===== config.mk =====
export PLATFORM = sky130hd
export DESIGN_NAME = gpio_pull_resolve
export DESIGN_NICKNAME = d
export VERILOG_FILES = /design/src/rtl/gpr_pkg.sv /design/src/rtl/gpr_pull_src.sv /design/src/rtl/gpr_level_calc.sv /design/src/rtl/gpr_change_track.sv /design/src/rtl/gpio_pull_resolve.sv
export SDC_FILE = /design/constraint.sdc
export NUM_CORES = 1
export LEC_CHECK = 0
export BUFFER_PORTS_ARGS = -buffer_cell sky130_fd_sc_hd__buf_2
export CAP_MARGIN = 40
export CORE_ASPECT_RATIO = 0.75
export CORE_MARGIN = 4
export CORE_UTILIZATION = 34
export DETAILED_ROUTE_END_ITERATION = 16
export HOLD_SLACK_MARGIN = 0.05
export PLACE_DENSITY = 0.79
export SYNTH_ARGS = -nofsm -noshare
export SYNTH_HDL_FRONTEND = slang
export SYNTH_SLANG_ARGS = --single-unit

===== constraint.sdc =====
create_clock -name clk -period 0.9 [get_ports clk]
set_input_delay 0.045 -clock clk [delete_from_list [all_inputs] [get_ports clk]]
set_output_delay 0.045 -clock clk [all_outputs]
set_load 0.05 [all_outputs]

===== src/rtl/gpr_pkg.sv =====
package gpr_pkg;

   typedef enum logic {
      PULL_FIXED = 1'b0,
      PULL_REGS  = 1'b1
   } pull_src_e;

   // True when both masks fit in n bits and share no bit.
   function automatic bit pull_cfg_ok(int unsigned pu, int unsigned pd, int unsigned n);
      int unsigned lim;
      lim = 32'd1 << n;
      return (pu < lim) && (pd < lim) && ((pu & pd) == 0);
   endfunction

endpackage


===== src/rtl/gpr_pull_src.sv =====
module gpr_pull_src #(
   parameter int unsigned          NLINES     = 8,
   parameter gpr_pkg::pull_src_e   PULL_SRC   = gpr_pkg::PULL_FIXED,
   parameter int unsigned          PULLUP_CFG = 32'hFF,
   parameter int unsigned          PULLDN_CFG = 32'h00
) (
   input  logic [NLINES-1:0] pu_reg,
   input  logic [NLINES-1:0] pd_reg,
   output logic [NLINES-1:0] pu_src,
   output logic [NLINES-1:0] pd_src
);

   localparam logic [NLINES-1:0] PU_MASK = PULLUP_CFG[NLINES-1:0];
   localparam logic [NLINES-1:0] PD_MASK = PULLDN_CFG[NLINES-1:0];

   generate
      if (PULL_SRC == gpr_pkg::PULL_REGS) begin : g_regs
         assign pu_src = pu_reg;
         assign pd_src = pd_reg;
      end else begin : g_fixed
         logic unused_regs;
         assign unused_regs = ^{pu_reg, pd_reg};
         assign pu_src = PU_MASK;
         assign pd_src = PD_MASK;
      end
   endgenerate

endmodule


===== src/rtl/gpr_level_calc.sv =====
module gpr_level_calc #(
   parameter int unsigned NLINES = 8
) (
   input  logic [NLINES-1:0] data_reg,
   input  logic [NLINES-1:0] dir_reg,
   input  logic [NLINES-1:0] pu_src,
   input  logic [NLINES-1:0] pd_src,
   input  logic [NLINES-1:0] prev_level,
   output logic [NLINES-1:0] float_m,
   output logic [NLINES-1:0] pu_eff,
   output logic [NLINES-1:0] level_nxt
);

   logic [NLINES-1:0] is_input;

   always_comb begin
      is_input  = ~dir_reg;
      float_m   = ~(pu_src | pd_src) & is_input;
      pu_eff    = pu_src & is_input;
      level_nxt = (data_reg & dir_reg) | pu_eff | (prev_level & float_m);
   end

endmodule


===== src/rtl/gpr_change_track.sv =====
module gpr_change_track #(
   parameter int unsigned NLINES = 8
) (
   input  logic              clk,
   input  logic              rst_n,
   input  logic [NLINES-1:0] level_nxt,
   input  logic [NLINES-1:0] rst_level,
   input  logic [NLINES-1:0] rst_strobe,
   output logic [NLINES-1:0] level_q,
   output logic [NLINES-1:0] upd_q
);

   logic pend_q;

   always_ff @(posedge clk or negedge rst_n) begin
      if (!rst_n) begin
         level_q <= rst_level;
         upd_q   <= '0;
         pend_q  <= 1'b1;
      end else begin
         level_q <= level_nxt;
         upd_q   <= (level_nxt ^ level_q) | (pend_q ? rst_strobe : '0);
         pend_q  <= 1'b0;
      end
   end

   // Outside the post-reset cycle a strobe marks exactly the changed lines.
   assert_upd_match_R5: assert property (@(posedge clk) disable iff (!rst_n)
      !pend_q |=> (upd_q == (level_q ^ $past(level_q))));

   // The first edge after reset announces every pulled line.
   assert_rst_announce_R7: assert property (@(posedge clk) disable iff (!rst_n)
      pend_q |=> ((upd_q & $past(rst_strobe)) == $past(rst_strobe)));

endmodule


===== src/rtl/gpio_pull_resolve.sv =====
module gpio_pull_resolve #(
   parameter int unsigned        NLINES     = 8,
   parameter gpr_pkg::pull_src_e PULL_SRC   = gpr_pkg::PULL_FIXED,
   parameter int unsigned        PULLUP_CFG = 32'hFF,
   parameter int unsigned        PULLDN_CFG = 32'h00
) (
   input  logic              clk,
   input  logic              rst_n,
   input  logic [NLINES-1:0] data_reg,
   input  logic [NLINES-1:0] dir_reg,
   input  logic [NLINES-1:0] pu_reg,
   input  logic [NLINES-1:0] pd_reg,
   output logic [NLINES-1:0] line_level,
   output logic [NLINES-1:0] line_upd
);

   // configuration checks at elaboration
   generate
      if (NLINES < 1 || NLINES > 31) begin : g_bad_width
         $error("gpio_pull_resolve: NLINES must be 1..31 (R9)");
      end else if (!gpr_pkg::pull_cfg_ok(PULLUP_CFG, PULLDN_CFG, NLINES)) begin : g_bad_cfg
         $error("gpio_pull_resolve: pull masks too wide or overlapping (R9)");
      end
   endgenerate

   logic [NLINES-1:0] pu_src;
   logic [NLINES-1:0] pd_src;
   logic [NLINES-1:0] float_m;
   logic [NLINES-1:0] pu_eff;
   logic [NLINES-1:0] level_nxt;
   logic [NLINES-1:0] level_q;
   logic [NLINES-1:0] pd_only;

   gpr_pull_src #(
      .NLINES     (NLINES),
      .PULL_SRC   (PULL_SRC),
      .PULLUP_CFG (PULLUP_CFG),
      .PULLDN_CFG (PULLDN_CFG)
   ) i_src (
      .pu_reg (pu_reg),
      .pd_reg (pd_reg),
      .pu_src (pu_src),
      .pd_src (pd_src)
   );

   gpr_level_calc #(.NLINES(NLINES)) i_calc (
      .data_reg   (data_reg),
      .dir_reg    (dir_reg),
      .pu_src     (pu_src),
      .pd_src     (pd_src),
      .prev_level (level_q),
      .float_m    (float_m),
      .pu_eff     (pu_eff),
      .level_nxt  (level_nxt)
   );

   gpr_change_track #(.NLINES(NLINES)) i_track (
      .clk        (clk),
      .rst_n      (rst_n),
      .level_nxt  (level_nxt),
      .rst_level  (pu_src),
      .rst_strobe (pu_src | pd_src),
      .level_q    (level_q),
      .upd_q      (line_upd)
   );

   assign line_level = level_q;
   assign pd_only    = pd_src & ~pu_src & ~dir_reg;

   assert_drive_R1: assert property (@(posedge clk) disable iff (!rst_n)
      1'b1 |=> ((level_q & $past(dir_reg)) == ($past(data_reg) & $past(dir_reg))));

   assert_pullup_R2: assert property (@(posedge clk) disable iff (!rst_n)
      1'b1 |=> ((level_q & $past(pu_eff)) == $past(pu_eff)));

   assert_pulldown_R3: assert property (@(posedge clk) disable iff (!rst_n)
      1'b1 |=> ((level_q & $past(pd_only)) == '0));

   assert_float_hold_R4: assert property (@(posedge clk) disable iff (!rst_n)
      (float_m != '0) |=> ((level_q & $past(float_m)) == ($past(level_q) & $past(float_m))));

endmodule


==> metrics.txt, run 1 <==
switching share of power=0.303; final setup fails=16; design area=about 1300 µm²; worst path required time=about 1.1 ns; IO Port Bufs=33; Pwr Total=1.82 mW; H-Tree Depth=1; Synth Register Bits=17; CP Cell Sequence=buf_6 > and2b_1 > mux2i_1; Clock transition at path regs=approximately 0.10 ns; 1st-pass router iterations=4; RSZ-0062 raised after global routing=true; post-synthesis sequential area ratio=0.647; YS warnings=0; Num Clock Sinks=17; reg2reg setup slack=-0.19 ns; Detail Route Antenna Nets=0; initial antenna violation count=0; internal power=between 1 and 1.5 mW; Mapped Area=around 670 µm²; Starting Density=0.374; vias in the first global route=about 650; vias per cell=about 4.3; CTS buffer count=3; status=complete, but fails checks; Syn Inst Count=51; CTS root buffer=clkbuf_4; CP Launch Type=flop; DP Area=approximately 870 µm²; WL final=1900 µm; power share of the clock group=0.225; Die Ht=roughly 47 µm; average wire per standard cell=between 10 and 15 µm; total power divided by cell area=between 1000 and 1500 nW/µm²; first-pass GRT wire length=just under 3000 µm; Slew Limit Fails=0; sequential fraction of design power=0.475; largest net degree at the start of global routing=18; failing checks=negative setup slack; Switch Pwr=~0.55 mW; Clock Latency Late Sink=0.30 ns; Die W=between 50 and 60 µm; Starting DRT DRC Count=15; Setup CP Type=reg2reg; critical path capture point type=flop; layout cells sized above 1=0.517; Final WS setup=-0.192 ns; Leak=0.648 nW; antenna cell count=0; number of distinct library cells after synthesis=9; Tcrit/Tclk final=1.21; HP Class=in2async; maximum vdd drop=approximately 1 mV; DRC=0; syn avg cell area=13.2 µm²; row cnt=13; Final min period=between 1 and 1.5 ns; RePlAce Congestion=approximately 0.66; Total GRT Usage=0.153; endpoints failing hold=0; Area Growth Syn to Fin=93.7%; skew final=between 0.009 and 0.01 ns; CTS tree=done; DP HPWL=about 1000 µm; Final #Nets=roughly 150; combinational share of power=0.299; max incr delay on CP=about 0.58 ns; Ports=50; die area=approximately 2800 µm²; Crit Path Max Fanout=4; most frequent cells in the layout=dlygate4sd3_1 (17), buf_2 (17), buf_6 (13), dfstp_2 (9), buf_4 (9); filler instances=around 110; Core Area=roughly 1800 µm²; syn_nets=85; Worst path slowest cell=dfstp_2; Max Cap Viol=0; grt total ovfl=0; CTS Buffer Depth=2; Fmax=just over 900 MHz; Worst EP arrival=1.31 ns; vias=~600
==> synth_stat cells, drive strengths merged <==
cell	count	area [µm²]
nand2b	8	50.1
nor2b	2	17.5
dfstp	9	236
buf	1	11.3
nor2	8	30.0
conb	1	3.75
and2b	6	45.0
mux2i	8	80.1
dfrtp	8	200
==> registers in the layout, summed over array words and instances, names as in the netlist <==
signal and cells:
i_track.level_q 8, i_track.upd_q 8, i_track.pend_q 1
==> path summary, 6_finish.rpt <==
kind | startpoint | endpoint | cells past startpoint
min in group clk | dir_reg[7] | i_track.level_q[7] | 3
max in group asynchronous | rst_n | i_track.level_q[5] | 2
max | i_track.pend_q | i_track.upd_q[2] | 3
min | rst_n | i_track.upd_q[2] | 2
min reg2reg | i_track.level_q[1] | i_track.upd_q[1] | 2
max reg2reg | i_track.pend_q | i_track.upd_q[2] | 3
==> critical path: cells and delay by family (launching register included) <==
family        cells  cell delay [ns]
simple gates      1             0.17
mux               1             0.17
flops             1             0.58
buf+inv           1             0.11
==> cells by family after synthesis <==
group | share of synthesized area
other | 0.00556
and+or+nand+nor | 0.212
buffers and inverters | 0.0167
DFF | 0.647
muxes | 0.119
==> through the flow <==
stage	TNS, ns	cells	utilization	hold WS [ns]	setup WS (ns)
2_1_floorplan	-0.914	51	-	-0.251	-0.136
3_3_place_gp	-0.754	107	0.482	-0.0269	-0.112
3_5_place_dp	-1.03	107	0.482	-0.0184	-0.143
4_1_cts	-2.18	138	0.705	0.203	-0.156
5_1_grt	-3.26	140	0.723	0.215	-0.234
6_report	-2.40	140	0.723	0.199	-0.192
==> metal layers <==
layer / up-vias / global-route usage / part of all wire
li1: 294 / - / -
met1: 272 / 0.149 / 0.40
met2: 31 / 0.290 / 0.48
met3: 0 / 0.0700 / 0.12
met4: 0 / 0.0452 / 0
met5: - / 0 / 0
==> final cells by class <==
cell class	count	area, µm²	area share
clock buffers	4	26.3	0.0201
multi-input cells	33	226	0.173
well taps	22	27.5	0.0211
repair buffers	64	589	0.451
flip-flops and latches	17	437	0.334
==> repair_timing <==
item,4_1_cts,5_1_grt
resized for setup,42,5
endpoints found under the setup margin,24,24
endpoints found under the hold margin,25,0
buffers inserted,10,2
hold buffers,17,0
pin swaps,0,0
==> power by group through the flow <==
stage,registers (mW),logic [mW],clock network [mW]
3_3_place_gp,0.866,0.345,0
5_1_grt,0.871,0.574,0.467
2_1_floorplan,1.04,0.0750,0
4_1_cts,0.859,0.519,0.414
3_5_place_dp,0.869,0.351,0
6_report,0.865,0.544,0.410
Note: power is estimated with default switching activity, not from simulation.
==> run 2: changes to the inputs <==
CORE_MARGIN = 2   (was 4)
==> metrics.txt, run 2 (synthesized netlist as in run 1, its figures left out) <==
status=complete, but fails checks; failing checks=negative setup slack; CTS buffer count=3 (unchanged); CTS tree=done; Final #Nets=154 (+0.65%); Worst R2R End=i_track.upd_q[0]; WL final=1920 µm (+1.2%); Total GRT Usage=0.185 (+0.0327); Tcrit/Tclk final=1.24 (+0.0228); antenna cell count=0 (unchanged); critical path capture point type=flop; R2R depth=3 (unchanged); Slew Limit Fails=0 (unchanged); Most Crowded Layer GR=met2; Crit Path Max Fanout=4 (unchanged); Fmax=899 MHz (-1.8%); initial antenna violation count=0 (unchanged); 1st-pass router iterations=2 (-2); HP Class=in2async; utilization after layout=0.728 (+0.00485); CTS root buffer=clkbuf_4; met1 Use GR=0.167 (+0.0185); Die Ht=42.6 µm (-8.6%); internal power=1.26 mW (-0.31%); Setup CP Type=reg2reg; Starting DRT DRC Count=3 (-12); vias per cell=4.38 (+2.8%); filler instances=109 (+2.8%); CP Launch Type=flop; met2 Resource Use GR=0.376 (+0.0864); vias=618 (+3.5%); Worst EP arrival=1.32 ns (about the same); total power divided by cell area=1390 nW/µm² (-0.14%); Die W=55.4 µm (-6.7%); die area=2360 µm² (-15%); maximum vdd drop=1.13 mV (+15%); row cnt=13 (unchanged); IO Port Bufs=33 (unchanged); Core Area=1810 µm² (unchanged); max incr delay on CP=0.57 ns (about the same); most frequent cells in the layout=dlygate4sd3_1 (17), buf_2 (17), buf_6 (13), buf_4 (10), dfstp_2 (9); average wire per standard cell=13.6 µm (+0.50%); RSZ-0062 raised after global routing=true; grt total ovfl=0 (unchanged); Final WS setup=-0.212 ns (-0.0206 ns); Final min period=1.11 ns (+0.0206 ns); skew final=0.0131 ns (+0.00325 ns); biggest regs=i_track.level_q x8, i_track.upd_q x8, i_track.pend_q x1; layout cells sized above 1=0.529 (+0.0125); CTS Buffer Depth=2 (unchanged); vias in the first global route=698 (+7.1%); Clock Latency Late Sink=0.30 ns (about the same); Non-Filler Instances=141 (+0.71%); Worst path slowest cell=dfstp_2; endpoints failing hold=0 (unchanged); switching share of power=0.309 (+0.00583); RR Startpoint=i_track.pend_q; Num Clock Sinks=17 (unchanged); Switch Pwr=0.565 mW (+2.5%); Leak=0.656 nW (+1.2%); power share of the clock group=0.226 (about the same); Starting Density=0.374 (unchanged); worst path required time=1.11 ns (about the same); sequential fraction of design power=0.474 (about the same); DP HPWL=1010 µm (+1.8%); CP Cell Sequence=buf_6 > and2b_1 > mux2i_1; Ports=50 (unchanged); Detail Route Antenna Nets=0 (unchanged); H-Tree Depth=1 (unchanged); reg2reg setup slack=-0.21 ns (-0.02 ns); met3 usage=0.0617 (-0.00830); RePlAce Congestion=0.669 (+1.2%); first-pass GRT wire length=3170 µm (+8.8%); combinational share of power=0.300 (about the same); Setup TNS Final=-2.56 ns (-0.161 ns); largest net degree at the start of global routing=18 (unchanged); Area Growth Syn to Fin=95.0%; final setup fails=18 (+2); Clock transition at path regs=0.11 ns (about the same); Max Cap Viol=0 (unchanged); DRC=0 (unchanged); placed insts=107 (unchanged)
==> run 2: cell count changes in the layout (fill, tap and decap cells not counted) <==
cell and change:
buf_4 +1, clkbuf_1 -1, clkinv_2 +1
==> run 2: critical path, delay by kind of cell (launching register included) <==
kind	cells	cell delay (ns)
muxes	1	0.16
buffers and inverters	1	0.11
DFF	1	0.57
and+or+nand+nor	1	0.17
==> run 2: worst max-delay path by stage <==
stage                            end  slack (ns)  depth (start not counted)          startpoint
finish              i_track.upd_q[0]       -0.21                          3      i_track.pend_q
global route        i_track.upd_q[0]       -0.29                          3      i_track.pend_q
CTS                    line_level[1]       -0.17                          1  i_track.level_q[1]
detailed placement  i_track.upd_q[3]       -0.16                          2      i_track.pend_q
global placement    i_track.upd_q[2]       -0.10                          2      i_track.pend_q
floorplan           i_track.upd_q[5]       -0.14                          2  i_track.level_q[5]
==> run 2: cell type report <==
| cell class | instances | area [µm²] | area share |
|---|---|---|---|
| multi-input combinational | 33 | 226 | 0.172 |
| clock inverter | 1 | 5.00 | 0.00381 |
| clock buffer | 3 | 22.5 | 0.0171 |
| sequential | 17 | 437 | 0.332 |
| timing repair buffer | 65 | 597 | 0.454 |
| tap | 22 | 27.5 | 0.0209 |
==> run 2: per-stage QoR <==
stage	area (µm²)	power (mW)	setup WS [ns]	hold slack, ns
2_1_floorplan	674	1.11	-0.136	-0.251
3_3_place_gp	871	1.21	-0.102	-0.0280
3_5_place_dp	871	1.22	-0.162	-0.0179
4_1_cts	1290	1.81	-0.173	0.196
5_1_grt	1320	1.92	-0.291	0.214
6_report	1320	1.83	-0.212	0.185
==> run 2: metal layers <==
metal | wire length (µm) | share of wire
met4 | 41 | 0.021
met1 | 682 | 0.36
met3 | 129 | 0.067
met2 | 1060 | 0.55
met5 | 0 | 0
==> run 2: what timing repair did <==
item                                    in CTS  in global routing
hold buffers                                17                  0
endpoints found under the setup margin      24                 24
endpoints found under the hold margin       25                  0
buffers inserted                            11                  2
resized for setup                           45                  2
==> run 2: power groups by stage <==
stage	combinational (mW)	sequential, mW	clock (mW)
floorplan	0.0750	1.04	0
global placement	0.345	0.866	0
detailed placement	0.353	0.869	0
CTS	0.530	0.863	0.416
global route	0.576	0.873	0.467
finish	0.548	0.867	0.414
==> run 3: changes to the inputs <==
--- a/config.mk
+++ b/config.mk
@@ -8,3 +8,2 @@
 export BUFFER_PORTS_ARGS = -buffer_cell sky130_fd_sc_hd__buf_2
-export CAP_MARGIN = 40
 export CORE_ASPECT_RATIO = 0.75
==> constraint.sdc (replaced) <==
create_clock -name clk -period 0.9 [get_ports clk]
set_input_delay 0.135 -clock clk [delete_from_list [all_inputs] [get_ports clk]]
set_output_delay 0.135 -clock clk [all_outputs]
set_load 0.05 [all_outputs]
==> metrics.txt, run 3 (synthesized netlist as in run 1, its figures left out) <==
status=complete, but fails checks; failing checks=negative setup slack; CP Launch Type=flop; maximum vdd drop=0.931 mV (-17%); DP HPWL=878 µm (-13%); endpoints failing hold=0 (unchanged); Pwr Total=1.79 mW (-2.2%); DP Area=871 µm² (unchanged); average wire per standard cell=11.0 µm (-19%); CTS buffer count=3 (unchanged); Starting DRT DRC Count=2 (-1); grt total ovfl=0 (unchanged); first-pass GRT wire length=2640 µm (-17%); die area=2360 µm² (unchanged); Setup CP Type=reg2out; sequential fraction of design power=0.482 (+0.008); Ports=50 (unchanged); max incr delay on CP=0.58 ns (about the same); Top delay family on crit path=flip-flops; largest net degree at the start of global routing=18 (unchanged); Starting Density=0.374 (unchanged); Slew Limit Fails=0 (unchanged); Worst EP arrival=1.01 ns (-0.31 ns); row cnt=13 (unchanged); CP Cell Sequence=buf_8; RePlAce Congestion=0.667 (-0.25%); Final #Nets=146 (-5.2%); commonest non-fill, non-tap cell in the layout=buf_2; Max Cap Viol=0 (unchanged); total power divided by cell area=1430 nW/µm² (+2.9%); CTS root buffer=clkbuf_4; Worst path slowest cell=dfstp_2; layout cells sized above 1=0.568 (+0.0382); critical path capture point type=primary output; vias in the first global route=615 (-12%); combinational share of power=0.291 (-0.009); Crit Path Max Fanout=3 (-1); switching share of power=0.302 (-0.00733); most frequent cells in the layout=buf_2 (17), buf_6 (13), dlygate4sd3_1 (9), dfstp_2 (9), buf_4 (9); CTS tree=done; initial antenna violation count=0 (unchanged); 1st-pass router iterations=3 (+1); WP buf/inv=1 (unchanged); RSZ-0062 raised after global routing=true; Leak=0.623 nW (-5.0%); Clock Latency Late Sink=0.29 ns (about the same); worst path required time=0.76 ns (-0.35 ns); power share of the clock group=0.227 (about the same); internal power=1.25 mW (-1.1%); CTS Buffer Depth=2 (unchanged); Final min period=1.15 ns (+0.0376 ns); WL final=1460 µm (-24%); Switch Pwr=0.540 mW (-4.5%); HP Class=in2reg; Num Clock Sinks=17 (unchanged); Total GRT Usage=0.150 (-0.0357); IO Port Bufs=33 (unchanged); H-Tree Depth=1 (unchanged); Die Ht=42.6 µm (unchanged); DRC=0 (unchanged); Detail Route Antenna Nets=0 (unchanged); Final WS setup=-0.250 ns (-0.0376 ns); Core Area=1810 µm² (unchanged); skew final=0.0124 ns (-0.000653 ns); vias per cell=4.41 (+0.53%); Setup WS pre-CTS=-0.159 ns (+0.00298 ns); Die W=55.4 µm (unchanged); antenna cell count=0 (unchanged); design area=1250 µm² (-4.9%); Area Growth Syn to Fin=85.3%; Clock transition at path regs=0.11 ns (about the same); Tcrit/Tclk final=1.28 (+0.0418); final setup fails=24 (+6); Setup TNS Final=-3.45 ns (-0.887 ns); biggest regs=i_track.level_q x8, i_track.upd_q x8, i_track.pend_q x1; Fmax=870 MHz (-3.3%); vias=586 (-5.2%)
[run 3: changes by cell type in the layout (fill, tap and decap cells not counted)]
cell	change
dlygate4sd3_1	-8
clkinvlp_4	+1
buf_4	-1
clkinv_2	-1
buf_12	+1
[run 3: power groups by stage]
stage,logic (mW),clock network [mW],registers [mW]
global placement,0.344,0,0.866
floorplan,0.0750,0,1.04
detailed placement,0.350,0,0.868
global route,0.549,0.473,0.869
CTS,0.509,0.436,0.861
finish,0.520,0.407,0.863
[run 3: final cells by class]
| class | count | area, µm² |
|---|---|---|
| Clock buffer | 3 | 22.5 |
| Clock inverter | 1 | 7.51 |
| Fill cell | 107 | 556 |
| Multi-Input combinational cell | 33 | 226 |
| Sequential cell | 17 | 437 |
| Tap cell | 22 | 27.5 |
| Timing Repair Buffer | 57 | 529 |
[run 3: repair_timing]
item / in CTS / in global routing
endpoints found under the hold margin: 25 / 0
setup buffers: 11 / 2
hold buffers: 9 / 0
resized for setup: 45 / 2
endpoints found under the setup margin: 24 / 24
[run 3: path summary, 6_finish.rpt]
path / from / to / slack, ns / cells past startpoint
max in group asynchronous: rst_n / i_track.level_q[0] / 0.29 / 2
hold / removal: data_reg[5] / i_track.level_q[5] / 0.08 / 2
hold reg to reg: i_track.level_q[2] / i_track.upd_q[2] / 0.58 / 2
setup reg to reg: i_track.pend_q / i_track.upd_q[2] / -0.16 / 3
setup / recovery: i_track.level_q[2] / line_level[2] / -0.25 / 1
min in group asynchronous: rst_n / i_track.upd_q[3] / 0.29 / 2
[run 3: stage by stage]
stage	hold slack, ns	std cells	utilization
2_1_floorplan	-0.161	51	-
3_3_place_gp	0.0657	107	0.482
3_5_place_dp	0.0688	107	0.482
4_1_cts	0.0622	131	0.680
5_1_grt	0.0744	133	0.692
6_report	0.0804	133	0.692
[run 3: routing by layer]
metal / part of all wire / global-route usage
met5: 0 / 0
met4: 0 / 0.0293
met3: 0.074 / 0.0741
met2: 0.53 / 0.271
met1: 0.40 / 0.158
